===== src/rtl/bsort_pkg.sv =====
package bsort_pkg;
    localparam int unsigned DEF_KEY_W = 8;
    localparam int unsigned DEF_LOG_N = 4;

    typedef enum logic {
        DIR_UP   = 1'b0,
        DIR_DOWN = 1'b1
    } cmp_dir_e;

    function automatic int unsigned column_total(input int unsigned lg);
        return lg * (lg + 1) / 2;
    endfunction
endpackage


===== src/rtl/bsort_cmp.sv =====
module bsort_cmp
    import bsort_pkg::*;
#(
    parameter int unsigned KEY_W = DEF_KEY_W,
    parameter cmp_dir_e    DIR   = DIR_UP
) (
    input  logic [KEY_W-1:0] a_i,
    input  logic [KEY_W-1:0] b_i,
    output logic [KEY_W-1:0] upper_o,
    output logic [KEY_W-1:0] lower_o
);
    logic a_le_b;
    assign a_le_b = (a_i <= b_i);

    generate
        if (DIR == DIR_UP) begin : g_up
            assign upper_o = a_le_b ? a_i : b_i;
            assign lower_o = a_le_b ? b_i : a_i;
        end else begin : g_down
            assign upper_o = a_le_b ? b_i : a_i;
            assign lower_o = a_le_b ? a_i : b_i;
        end
    endgenerate
endmodule


===== src/rtl/bsort_column.sv =====
module bsort_column
    import bsort_pkg::*;
#(
    parameter int unsigned KEY_W = DEF_KEY_W,
    parameter int unsigned LOG_N = DEF_LOG_N,
    parameter int unsigned STAGE = 1,
    parameter int unsigned STEP  = 0
) (
    input  logic                          clk,
    input  logic                          rst_n,
    input  logic                          in_valid,
    input  logic [(KEY_W<<LOG_N)-1:0]     in_keys,
    output logic                          out_valid,
    output logic [(KEY_W<<LOG_N)-1:0]     out_keys
);
    localparam int unsigned N   = 1 << LOG_N;
    localparam int unsigned SW  = KEY_W + LOG_N;
    localparam int unsigned GAP = 1 << STEP;

    logic [KEY_W-1:0] in_arr  [N];
    logic [KEY_W-1:0] nxt_arr [N];

    generate
        for (genvar i = 0; i < N; i++) begin : g_wire
            assign in_arr[i] = in_keys[i*KEY_W +: KEY_W];
            if (((i >> STEP) & 1) == 0) begin : g_pair
                localparam int unsigned P = i + GAP;
                localparam cmp_dir_e D = (STAGE == LOG_N) ? DIR_UP :
                    ((((i >> STAGE) & 1) == 0) ? DIR_UP : DIR_DOWN);

                bsort_cmp #(.KEY_W(KEY_W), .DIR(D)) cmp_i (
                    .a_i     (in_arr[i]),
                    .b_i     (in_arr[P]),
                    .upper_o (nxt_arr[i]),
                    .lower_o (nxt_arr[P])
                );


                pair_order_chk: assert property (@(posedge clk) disable iff (!rst_n)
                    out_valid |-> ((D == DIR_UP)
                        ? (out_keys[i*KEY_W +: KEY_W] <= out_keys[P*KEY_W +: KEY_W])
                        : (out_keys[i*KEY_W +: KEY_W] >= out_keys[P*KEY_W +: KEY_W])));
            end
        end
    endgenerate

    always_ff @(posedge clk or negedge rst_n) begin
        if (!rst_n) begin
            out_valid <= 1'b0;
        end else begin
            out_valid <= in_valid;
        end
    end

    always_ff @(posedge clk) begin
        if (in_valid) begin
            for (int k = 0; k < N; k++) begin
                out_keys[k*KEY_W +: KEY_W] <= nxt_arr[k];
            end
        end
    end

    logic [SW-1:0] in_sum;
    logic [SW-1:0] out_sum;
    always_comb begin
        in_sum  = '0;
        out_sum = '0;
        for (int k = 0; k < N; k++) begin
            in_sum  = in_sum  + SW'(in_arr[k]);
            out_sum = out_sum + SW'(out_keys[k*KEY_W +: KEY_W]);
        end
    end


    key_sum_chk: assert property (@(posedge clk) disable iff (!rst_n)
        out_valid |-> (out_sum == $past(in_sum)));
endmodule


===== src/rtl/bitonic_sorter16.sv =====
module bitonic_sorter16
    import bsort_pkg::*;
#(
    parameter int unsigned KEY_W = DEF_KEY_W,
    parameter int unsigned LOG_N = DEF_LOG_N
) (
    input  logic                      clk,
    input  logic                      rst_n,
    input  logic                      in_valid,
    input  logic [(KEY_W<<LOG_N)-1:0] in_keys,
    output logic                      out_valid,
    output logic [(KEY_W<<LOG_N)-1:0] out_keys
);
    localparam int unsigned N    = 1 << LOG_N;
    localparam int unsigned VW   = KEY_W * N;
    localparam int unsigned NCOL = column_total(LOG_N);
    localparam int unsigned CW   = $clog2(NCOL + 2);

    logic [VW-1:0] pipe_keys [NCOL+1];
    logic          pipe_vld  [NCOL+1];

    assign pipe_keys[0] = in_keys;
    assign pipe_vld[0]  = in_valid;

    generate
        for (genvar s = 1; s <= LOG_N; s++) begin : g_stage
            for (genvar t = 0; t < s; t++) begin : g_step
                localparam int unsigned C = s * (s - 1) / 2 + t;
                bsort_column #(
                    .KEY_W (KEY_W),
                    .LOG_N (LOG_N),
                    .STAGE (s),
                    .STEP  (s - 1 - t)
                ) col_i (
                    .clk       (clk),
                    .rst_n     (rst_n),
                    .in_valid  (pipe_vld[C]),
                    .in_keys   (pipe_keys[C]),
                    .out_valid (pipe_vld[C+1]),
                    .out_keys  (pipe_keys[C+1])
                );
            end
        end
    endgenerate

    assign out_valid = pipe_vld[NCOL];
    assign out_keys  = pipe_keys[NCOL];

    function automatic logic is_ascending(input logic [VW-1:0] v);
        for (int k = 1; k < N; k++) begin
            if (v[k*KEY_W +: KEY_W] < v[(k-1)*KEY_W +: KEY_W]) return 1'b0;
        end
        return 1'b1;
    endfunction


    sorted_out_chk: assert property (@(posedge clk) disable iff (!rst_n)
        out_valid |-> is_ascending(out_keys));

    logic [CW-1:0] inflight;
    always_ff @(posedge clk or negedge rst_n) begin
        if (!rst_n) begin
            inflight <= '0;
        end else begin
            inflight <= inflight + CW'(in_valid) - CW'(out_valid);
        end
    end


    no_orphan_out_chk: assert property (@(posedge clk) disable iff (!rst_n)
        out_valid |-> (inflight != '0));


    depth_bound_chk: assert property (@(posedge clk) disable iff (!rst_n)
        inflight <= CW'(NCOL));


    reset_quiet_chk: assert property (@(posedge clk) disable iff (!rst_n)
        (inflight == '0) |-> !out_valid);
endmodule


===== config.mk =====
export PLATFORM = sky130hd
export DESIGN_NAME = bitonic_sorter16
export DESIGN_NICKNAME = d
export VERILOG_FILES = /design/src/rtl/bsort_pkg.sv /design/src/rtl/bsort_cmp.sv /design/src/rtl/bsort_column.sv /design/src/rtl/bitonic_sorter16.sv
export SDC_FILE = /design/constraint.sdc
export NUM_CORES = 2
export LEC_CHECK = 0
export ABC_CLOCK_PERIOD_IN_PS = 3600
export BUFFER_PORTS_ARGS = -buffer_cell sky130_fd_sc_hd__buf_2
export CAP_MARGIN = 10
export CORE_MARGIN = 2
export CORE_UTILIZATION = 57
export CTS_CLUSTER_SIZE = 14
export DETAILED_ROUTE_END_ITERATION = 16
export GPL_TIMING_DRIVEN = 0
export PLACE_DENSITY = 0.85
export SETUP_SLACK_MARGIN = 0.1
export SLEW_MARGIN = 20
export SYNTH_ARGS = -nofsm -noshare
export SYNTH_HDL_FRONTEND = slang
export SYNTH_SLANG_ARGS = --single-unit

===== constraint.sdc =====
create_clock -name clk -period 3.6 [get_ports clk]
set_input_delay 0.72 -clock clk [delete_from_list [all_inputs] [get_ports clk]]
set_output_delay 0.72 -clock clk [all_outputs]
set_load 0.05 [all_outputs]

==> impl_metrics.yaml <==
synthesis:
  synthCells: 4810
  yosysSeqAreaShare_pct: 55.3
  syn_avg_cell_area_um2: 14.6
  synthArstFlopShare_pct: 0.775
  ys.flop_type: "edfxtp_1"
  ys_types: 17
  yosysWarnings: 0
  syn_nets: 5581
  synth-edff-count: 1280
  syn_area_um2: 70000
  ys_ff_latch: 1290
grt:
  grt_pass1_wl_um: 228000
  grt_usage_pct: 23.2
  antenna_found_initial: 1
  grt_max_degree: 90
  grt_pass1_vias: 40988
  grt_overflow: 0
timing:
  setup_viol: 0
  worst_slack_ns: 1.10
  rsz0062_at_grt: "false"
  final_hold_viol_count: 0
  skew_ns: 0.0332
  finalCriticalPeriod_ns: 2.50
  worst_pin_slew_ns: 0.489
  relSlewSlack_pct: 67.1
  finalCritPeriodShare_pct: 69.4
  fmax_mhz: 400
  slew_viol_final: 0
finish:
  final_nets: 6000
  finish.instance_area_um2: 78400
  fillers: 8488
  multi_input_area_um2: 28000
  syn_to_final_growth_pct: 12.0
  postLayoutCoreUtil_pct: 64.3
  mostFrequentLayoutCell: "edfxtp_1"
  final_cell_mix: "edfxtp_1 (1,280), mux2_2 (1,200), inv_1 (640), ha_1 (640), a21oi_1 (300)"
  stdcell_count: 6962
  drive_above_1_share_pct: 35.3
  seqCellArea_um2: 38700
  antennaDiodeCount: 0
critical_path:
  crit_fanout: 10
  crit_path_end_kind: "flop"
  cp_data_required_time_ns: 4.09
  worstSetupStartpointType: "flop"
  r2r_slack_ns: 1.10
  path_class: "reg -> reg"
  arrival_ns: 2.99
floorplanning:
  design.die.area_um2: 126000
  core_um2: 122000
  die_x_um: 354
  start_util_pct: 57.4
  die_h_um: 354
  rows: 128
  ioPinCount: 260
cts:
  cts_tree: "done"
  cts_resized: 0
  cts-root-buf: "clkbuf_16"
  clockBufferDepth: 3
  path_clk_slew_ns: 0.06
  cts_max_level: 4
  clock_latency_ns: 0.77
  cts.sinks: 1290
  cts_made_buffers: 138
power_and_ir_drop:
  leakage_nw: 31.4
  power.density_nw_per_um2: 889
  ir_worst_vdd_v: 0.000909
drt:
  wl_per_cell_um: 20.8
  drc: 0
  drtAntennaViolNets: 0
  num_vias: 40090
  first_iter_violations: 2657
  wl_um: 145000
  vias_per_cell: 5.76
  drtPass1Iterations: 5
placement:
  place_inst: 6713
  place.port_buffers: 259
  place_ws_ns: 0.790
  placed_area_um2: 73900
  gp_congestion: 0.959
  place_hpwl_um: 109000
min_path:
  hp-class: "in -> reg"
job:
  maxCapViolCount: 0
status:
  status: "finished, final reports clean"
[worst paths after layout]
kind                                                                from  cells past startpoint                                        to
worst max-delay path            g_stage[2].g_step[1].col_i.out_keys[113]                      8  g_stage[3].g_step[0].col_i.out_keys[116]
worst min-delay path                                         in_keys[25]                      2   g_stage[1].g_step[0].col_i.out_keys[25]
worst max register to register  g_stage[2].g_step[1].col_i.out_keys[113]                      8  g_stage[3].g_step[0].col_i.out_keys[116]
worst min register to register      g_stage[4].g_step[1].col_i.out_valid                      0      g_stage[4].g_step[2].col_i.out_valid
max in group asynchronous                                          rst_n                      2      g_stage[4].g_step[1].col_i.out_valid
min in group asynchronous                                          rst_n                      2      g_stage[1].g_step[0].col_i.out_valid
[sequential cells by signal, indices dropped and copies added, names as in the netlist]
register,count
g_stage.g_step.col_i.out_keys,1280
g_stage.g_step.col_i.out_valid,10
[cell usage after synthesis, types with 79 or more instances]
cell type	count	area [um^2]
o22ai_2	79	988
o21ai_0	80	400
inv_1	640	2400
nand4_1	160	1000
ha_1	640	8010
nor2b_1	80	500
a21oi_1	300	1500
edfxtp_1	1280	38400
mux2_2	1200	13500
buf_6	80	901
nand2_1	80	300
mux2_1	80	901
[worst max-delay path, cell delays in order, from the launching register on]
cell and delay [ns]:
edfxtp_1 0.48, inv_1 0.08, ha_1 0.29, nor2b_1 0.15, o211ai_1 0.16, a21oi_1 0.10
o22ai_2 0.36, buf_6 0.21, mux2_2 0.38
[area by class of cell]
class / count / share of cell area, %
Buffer: 80 / 1.15
Clock buffer: 170 / 4.69
Clock inverter: 78 / 1.11
Inverter: 640 / 3.06
Multi-Input combinational cell: 2800 / 35.7
Sequential cell: 1290 / 49.4
Tap cell: 1625 / 2.59
Timing Repair Buffer: 279 / 2.30
[per-layer routing]
layer / track usage (%) / wire length [um] / up-vias
met5: 0 / 13 / -
met4: 8.39 / 5220 / 2
met3: 3.43 / 6450 / 278
met2: 40.7 / 72800 / 1033
met1: 29.1 / 60100 / 19669
li1: - / - / 19108
[through the flow]
stage / total power, mW / hold WS, ns / setup TNS [ns]
after floorplan: 47.4 / 0.424 / 0
after global placement: 54.2 / 0.582 / -701.95
after detailed placement: 55.2 / 0.463 / 0
after CTS: 69.9 / 0.234 / 0
after global routing: 73.3 / 0.266 / 0
final: 69.7 / 0.287 / 0
[logic make-up (layout without fill, tap and decap cells)]
kind of cell / Yosys count / count (layout) / share of synthesized area [%]
AND/OR/NAND/NOR: 320 / 320 / 2.57
multiplexers: 1280 / 1280 / 20.6
buffers and inverters: 720 / 1247 / 4.72
AO/OA/AOI/OAI: 560 / 560 / 5.40
adder cells (fa/ha/maj): 640 / 640 / 11.4
flip-flops: 1290 / 1290 / 55.3
[timing repair]
item	in CTS	in global routing
buffers inserted	0	0
endpoints found under the hold margin	10	0
hold buffers	1	0
[power breakdown]
| group | internal (mW) | switching [mW] | leakage (nW) | total, mW |
|---|---|---|---|---|
| registers | 23.6 | 3.72 | 12.6 | 27.3 |
| clock network | 8.32 | 5.78 | 2.20 | 14.1 |
| logic | 13.5 | 14.8 | 16.5 | 28.3 |
| total | 45.4 | 24.3 | 31.4 | 69.7 |
Note: power is estimated with default switching activity, not from simulation.
